### config.mk
export PLATFORM = sky130hd
export DESIGN_NAME = replay_io_logger
export DESIGN_NICKNAME = d
export VERILOG_FILES = /design/src/rtl/rlog_pkg.sv /design/src/rtl/rlog_dma_seq.sv /design/src/rtl/rlog_fifo.sv /design/src/rtl/rlog_capture.sv /design/src/rtl/replay_io_logger.sv
export SDC_FILE = /design/constraint.sdc
export NUM_CORES = 1
export LEC_CHECK = 0
export ABC_AREA = 0
export BUFFER_PORTS_ARGS = -buffer_cell sky130_fd_sc_hd__buf_2
export CAP_MARGIN = 10
export CELL_PAD_IN_SITES_DETAIL_PLACEMENT = 0
export CELL_PAD_IN_SITES_GLOBAL_PLACEMENT = 2
export CORE_MARGIN = 8
export CORE_UTILIZATION = 46
export DETAILED_ROUTE_END_ITERATION = 12
export PLACE_DENSITY_LB_ADDON = 0.25
export SLEW_MARGIN = 20
export SYNTH_ARGS = -nofsm -noshare
export SYNTH_HDL_FRONTEND = slang
export SYNTH_HIERARCHICAL = 1
export SYNTH_SLANG_ARGS = --single-unit
### constraint.sdc
create_clock -name clk -period 21.2 [get_ports clk]
set_clock_uncertainty 0.1 [all_clocks]
set_input_delay 5.3 -clock clk [delete_from_list [all_inputs] [get_ports clk]]
set_output_delay 5.3 -clock clk [all_outputs]
set_load 0.005 [all_outputs]
### src/rtl/rlog_pkg.sv
package rlog_pkg;
  typedef enum logic [1:0] {
    K_IRQ  = 2'd0,
    K_IOLD = 2'd1,
    K_DMA  = 2'd2,
    K_ARC  = 2'd3
  } rec_kind_e;

  localparam int NUM_SRC = 4;
  localparam int KIND_W  = 2;
endpackage

### src/rtl/rlog_dma_seq.sv
module rlog_dma_seq #(
  parameter int ICW = 16
) (
  input  logic           clk,
  input  logic           rst,
  input  logic           beat_acc,
  output logic [ICW-1:0] beat_cnt
);
  logic [ICW-1:0] seq_q;

  always_ff @(posedge clk) begin
    if (rst) seq_q <= '0;
    else if (beat_acc) seq_q <= seq_q + 1'b1;
  end

  // count carried by the beat presented this cycle
  assign beat_cnt = seq_q + 1'b1;

  AST_SEQ_HOLD: assert property (@(posedge clk) disable iff (rst)
    !beat_acc |=> $stable(seq_q));
endmodule

### src/rtl/rlog_fifo.sv
module rlog_fifo #(
  parameter int W     = 50,
  parameter int DEPTH = 8
) (
  input  logic         clk,
  input  logic         rst,
  input  logic         wr_en,
  input  logic [W-1:0] wr_data,
  input  logic         rd_en,
  output logic [W-1:0] rd_data,
  output logic         valid,
  output logic         full
);
  localparam int AW = $clog2(DEPTH);
  localparam int CW = AW + 1;

  logic [W-1:0]  mem [DEPTH];
  logic [AW-1:0] wp_q, rp_q;
  logic [CW-1:0] cnt_q;
  logic          push, pop;

  assign full  = (cnt_q == CW'(DEPTH));
  assign valid = (cnt_q != '0);
  assign push  = wr_en && !full;
  assign pop   = rd_en && valid;

  always_ff @(posedge clk) begin
    if (push) mem[wp_q] <= wr_data;
  end

  always_ff @(posedge clk) begin
    if (rst) begin
      wp_q  <= '0;
      rp_q  <= '0;
      cnt_q <= '0;
    end else begin
      if (push) wp_q <= (wp_q == AW'(DEPTH-1)) ? '0 : wp_q + 1'b1;
      if (pop)  rp_q <= (rp_q == AW'(DEPTH-1)) ? '0 : rp_q + 1'b1;
      cnt_q <= cnt_q + CW'(push) - CW'(pop);
    end
  end

  assign rd_data = mem[rp_q];

  AST_NO_OVERFLOW: assert property (@(posedge clk) disable iff (rst)
    wr_en |-> !full);
  AST_COUNT_BOUND: assert property (@(posedge clk) disable iff (rst)
    cnt_q <= CW'(DEPTH));
endmodule

### src/rtl/rlog_capture.sv
module rlog_capture #(
  parameter int ICW  = 16,
  parameter int DW   = 32,
  parameter int NSRC = rlog_pkg::NUM_SRC
) (
  input  logic                      clk,
  input  logic                      rst,
  input  logic                      accept,
  input  logic                      full,
  input  logic [NSRC-1:0]           in_vld,
  input  logic [NSRC-1:0][ICW-1:0]  in_cnt,
  input  logic [NSRC-1:0][DW-1:0]   in_dat,
  output logic                      wr_en,
  output logic [$clog2(NSRC)-1:0]   wr_kind,
  output logic [ICW-1:0]            wr_cnt,
  output logic [DW-1:0]             wr_dat,
  output logic                      pend_any
);
  localparam int SW = $clog2(NSRC);

  logic [NSRC-1:0]          pend_q, pend_d, cand, grant;
  logic [NSRC-1:0][ICW-1:0] pcnt_q;
  logic [NSRC-1:0][DW-1:0]  pdat_q;
  logic [SW-1:0]            sel;

  always_comb begin
    cand = accept ? in_vld : (full ? '0 : pend_q);
    sel  = '0;
    for (int i = NSRC - 1; i >= 0; i--) begin
      if (cand[i]) sel = SW'(i);
    end
    grant   = (cand == '0) ? '0 : (NSRC'(1) << sel);
    wr_en   = |cand;
    wr_kind = sel;
    wr_cnt  = accept ? in_cnt[sel] : pcnt_q[sel];
    wr_dat  = accept ? in_dat[sel] : pdat_q[sel];
    pend_d  = (accept ? in_vld : pend_q) & ~grant;
  end

  always_ff @(posedge clk) begin
    if (rst) pend_q <= '0;
    else     pend_q <= pend_d;
  end

  always_ff @(posedge clk) begin
    if (accept) begin
      pcnt_q <= in_cnt;
      pdat_q <= in_dat;
    end
  end

  assign pend_any = |pend_q;

  AST_DRAIN_ONE: assert property (@(posedge clk) disable iff (rst)
    (!accept && !full && pend_any) |=>
      ($countones(pend_q) == $past($countones(pend_q)) - 1));
  AST_HOLD_FULL: assert property (@(posedge clk) disable iff (rst)
    (!accept && full) |=> $stable(pend_q));
endmodule

### src/rtl/replay_io_logger.sv
module replay_io_logger #(
  parameter int ICW   = 16,
  parameter int DW    = 32,
  parameter int TW    = 4,
  parameter int DEPTH = 8
) (
  input  logic           clk,
  input  logic           rst,
  input  logic [ICW-1:0] icount,
  input  logic           trap_valid,
  input  logic           trap_async,
  input  logic [TW-1:0]  trap_type,
  input  logic           io_valid,
  input  logic           io_is_load,
  input  logic [DW-1:0]  io_data,
  input  logic           dma_valid,
  input  logic [DW-1:0]  dma_data,
  input  logic           dma_conflict,
  input  logic [ICW-1:0] dma_conflict_ic,
  output logic           stall,
  output logic           rec_valid,
  input  logic           rec_ready,
  output logic [1:0]     rec_kind,
  output logic [ICW-1:0] rec_count,
  output logic [DW-1:0]  rec_data
);
  import rlog_pkg::*;

  localparam int RW = KIND_W + ICW + DW;

  logic                         accept, pend_any, fifo_full, wr_en;
  logic [NUM_SRC-1:0]           in_vld;
  logic [NUM_SRC-1:0][ICW-1:0]  in_cnt;
  logic [NUM_SRC-1:0][DW-1:0]   in_dat;
  logic [ICW-1:0]               beat_cnt, wr_cnt;
  logic [DW-1:0]                wr_dat;
  logic [KIND_W-1:0]            wr_kind;
  logic [RW-1:0]                rd_rec;

  assign stall  = pend_any || fifo_full;
  assign accept = !stall;

  always_comb begin
    in_vld[K_IRQ]  = trap_valid && trap_async;
    in_vld[K_IOLD] = io_valid && io_is_load;
    in_vld[K_DMA]  = dma_valid;
    in_vld[K_ARC]  = dma_valid && dma_conflict;
    in_cnt[K_IRQ]  = icount;
    in_cnt[K_IOLD] = icount;
    in_cnt[K_DMA]  = beat_cnt;
    in_cnt[K_ARC]  = beat_cnt;
    in_dat[K_IRQ]  = DW'(trap_type);
    in_dat[K_IOLD] = io_data;
    in_dat[K_DMA]  = dma_data;
    in_dat[K_ARC]  = DW'(dma_conflict_ic);
  end

  rlog_dma_seq #(.ICW(ICW)) u_seq (
    .clk      (clk),
    .rst      (rst),
    .beat_acc (accept && dma_valid),
    .beat_cnt (beat_cnt)
  );

  rlog_capture #(.ICW(ICW), .DW(DW), .NSRC(NUM_SRC)) u_cap (
    .clk      (clk),
    .rst      (rst),
    .accept   (accept),
    .full     (fifo_full),
    .in_vld   (in_vld),
    .in_cnt   (in_cnt),
    .in_dat   (in_dat),
    .wr_en    (wr_en),
    .wr_kind  (wr_kind),
    .wr_cnt   (wr_cnt),
    .wr_dat   (wr_dat),
    .pend_any (pend_any)
  );

  rlog_fifo #(.W(RW), .DEPTH(DEPTH)) u_fifo (
    .clk     (clk),
    .rst     (rst),
    .wr_en   (wr_en),
    .wr_data ({wr_kind, wr_cnt, wr_dat}),
    .rd_en   (rec_ready),
    .rd_data (rd_rec),
    .valid   (rec_valid),
    .full    (fifo_full)
  );

  assign {rec_kind, rec_count, rec_data} = rd_rec;

  AST_EXC_SILENT: assert property (@(posedge clk) disable iff (rst)
    (accept && trap_valid && !trap_async && !io_valid && !dma_valid) |-> !wr_en);
  AST_STORE_SILENT: assert property (@(posedge clk) disable iff (rst)
    (accept && io_valid && !io_is_load && !trap_valid && !dma_valid) |-> !wr_en);
  AST_EVENT_WRITES: assert property (@(posedge clk) disable iff (rst)
    (accept && (in_vld != '0)) |-> wr_en);
endmodule

==> flow_summary.yaml <==
placed_design:
  hpwl_mm: 40.8
  port_buffers: 160
  gp_congestion: 0.766
clock_tree:
  clockBufferDepth: 3
  clk_latency_ns: 0.63
  htreeDepth: 2
  postCtsHoldBufs: 0
  clockRootBuffer: "clkbuf_16"
  cts_resized: 0
  post_cts_buffers: 0
  cts_buffers: 60
  clk_pin_slew_ns: 0.06
  cts_tree: "yes"
  numClockSinks: 625
die:
  die-area_um2: 66000
  die_h_um: 257
  die_w_um: 257
  start_util_pct: 46.4
  rows: 88
  core-area_um2: 57500
  ios: 161
synth:
  netlist_instances: 1579
  synth.distinct_cells: 58
  synth-async-reset-ratio_pct: 0
  postSynthAreaPerCell_um2: 16.9
  synth_seq_area_share_pct: 69.1
  yosys_register_bits: 625
  synth-edff-count: 592
  syn_area_um2: 26700
  ys.flop_type: "edfxtp_1"
  yosys_warnings: 6
power:
  power_frac_comb_pct: 25.4
  cell_internal_pwr_w: 0.00284
  switching_share_pct: 29.7
  p_per_area_nw_per_um2: 131
  clockPowerShare_pct: 28.9
  pwr-share-seq_pct: 45.7
  p_leak_nw: 10.6
  max-vdd-ir-drop_uv: 97.5
  p_sw_w: 0.00120
setup_path:
  required_ns: 15.80
  worst_path_largest_cell_delay_ns: 0.93
  crit_path_start_kind: "flip-flop"
  rrSetupSlack_ns: 16.47
  cp_max_fo: 64
  cp.arrival_ns: 3.58
  worstSetupPathType: "reg2out"
  end_kind: "output port"
  path_cells: "buf_4, mux4_1, mux2_2, buf_2"
  slowest_stage: "buf_4"
detailed_routing:
  drc: 0
  dr.pass1.iters: 6
  vias: 15670
  ant_nets: 0
  routed_via_density: 5.93
  detail_route.iter0.violations: 1528
  wirelength_mm: 72.4
  avgRoutedWirePerCell_um: 27.4
layout:
  multi_input_area_um2: 8130
  syn2layout_area_growth_pct: 15.5
  fillers: 4654
  fin_util_pct: 53.6
  final_cell_mix: "edfxtp_1, buf_2, nand2_1, conb_1, mux4_1"
  final_nets: 1947
  regArea_um2: 18400
  final_common_cell: "edfxtp_1"
  drive_gt1_share_pct: 20.0
global_route:
  grt_pass1_wl_mm: 105
  grt_overflow: 0
  grt_max_degree: 172
  antenna_found_initial: 5
  first_global_vias: 15540
  track_usage_pct: 21.4
sta:
  maxSlewViolCount: 0
  fin_crit_sh_pct: 42.3
  max_slew_margin_pct: 24.1
  tightest_slew_ns: 1.14
  finalSetupViolCount: 0
  rsz0062_at_grt: "no"
  finalSetupTns_ns: 0
  fin_crit_ns: 8.98
  hold_viol_final: 0
  max_freq_mhz: 111
min_path:
  hold_class: "reg2reg"
job:
  drv_cap: 0
outcome:
  outcome: "completed"
[critical path, delay by kind of cell (launching register included)]
kind | cells | cell delay (ns)
mux | 2 | 0.97
buf+inv | 2 | 1.07
flops | 1 | 0.80
[path summary, 6_finish.rpt]
check                               from  cells after the start                          to
max                            flip-flop                      4                 rec_data[7]
min          u_fifo/rp_q[1]$_SDFFE_PP0N_                      2                   flip-flop
min reg2reg  u_fifo/rp_q[1]$_SDFFE_PP0N_                      2                   flip-flop
max reg2reg   u_fifo/cnt_q[2]$_SDFF_PP0_                     10  u_fifo/mem[4][3]$_DFFE_PP_
[per-stage QoR]
stage	area [um^2]	cells	setup slack [ns]	power (W)	hold slack, ns
4_1_cts	30800	2641	12.16	0.00407	0.402
3_5_place_dp	28600	2527	11.88	0.00290	0.384
5_1_grt	30800	2644	12.11	0.00421	0.419
2_1_floorplan	27100	1694	5.26	0.00252	0.368
3_3_place_gp	28600	2527	11.92	0.00286	0.377
6_report	30800	2644	12.22	0.00404	0.398
[cell usage after synthesis, drive strengths merged (2+ instances only)]
library cell / count / area, um^2
a221oi: 48 / 420
or2: 5 / 31.3
a21oi: 12 / 60.1
nor2b: 5 / 31.3
nor2: 25 / 93.8
mux2i: 4 / 40.0
a211oi: 50 / 380
buf: 49 / 353
nand2b: 8 / 50.1
edfxtp: 592 / 17800
mux4: 100 / 2620
nor3b: 3 / 22.5
ha: 11 / 138
nand3: 10 / 50.1
mux2: 50 / 563
nand4: 58 / 393
xor2: 14 / 123
nor3: 5 / 25.0
a2111oi: 2 / 42.5
or3b: 4 / 35.0
a21o: 49 / 368
and2: 7 / 43.8
o21ai: 60 / 300
nand2: 159 / 597
and4: 3 / 26.3
dfxtp: 33 / 661
clkbuf: 74 / 280
or3: 5 / 31.3
and3: 4 / 25.0
a32oi: 48 / 420
a22o: 48 / 420
inv: 9 / 33.8
xnor2: 11 / 96.3
[layer usage]
layer,global-route usage (%),vias up,routed length (um)
met3,5.40,101,6240
li1,-,6935,-
met1,30.4,8022,31900
met2,33.1,608,32900
met5,0,-,26
met4,5.03,4,1440
[cells by family after synthesis]
family	share of synthesized area, %
other cells	0.0141
buf+inv	2.50
xor+xnor	0.821
simple gates	5.66
fa+ha+maj	0.591
flops	69.1
compound gates	9.23
mux	12.1
[final cells by class]
type                    instances  area share [%]
well taps                     765            3.11
multi-input cells             937            26.4
clock inverters                45            1.92
diodes                          1         0.00812
flip-flops and latches        625            59.8
repair buffers                193            3.45
inverters                       9           0.110
clock buffers                  69            5.18
[flip-flops by register name, indices dropped and copies added, names as in the netlist, named ones only]
| register | flops |
|---|---|
| u_cap/pend_q | 4 |
| u_cap/pdat_q | 128 |
| u_fifo/cnt_q | 4 |
| u_fifo/mem | 400 |
| u_fifo/wp_q | 3 |
| u_fifo/rp_q | 3 |
| u_cap/pcnt_q | 64 |
| u_seq/seq_q | 16 |
[power groups by stage]
stage | Combinational, W | Sequential [W] | Clock [W]
2_1_floorplan | 0.000629 | 0.00189 | 0
3_3_place_gp | 0.000999 | 0.00186 | 0
3_5_place_dp | 0.00102 | 0.00188 | 0
4_1_cts | 0.00102 | 0.00185 | 0.00119
5_1_grt | 0.00110 | 0.00187 | 0.00123
6_report | 0.00103 | 0.00185 | 0.00117
No activity file was read; power rests on OpenSTA's default activity.
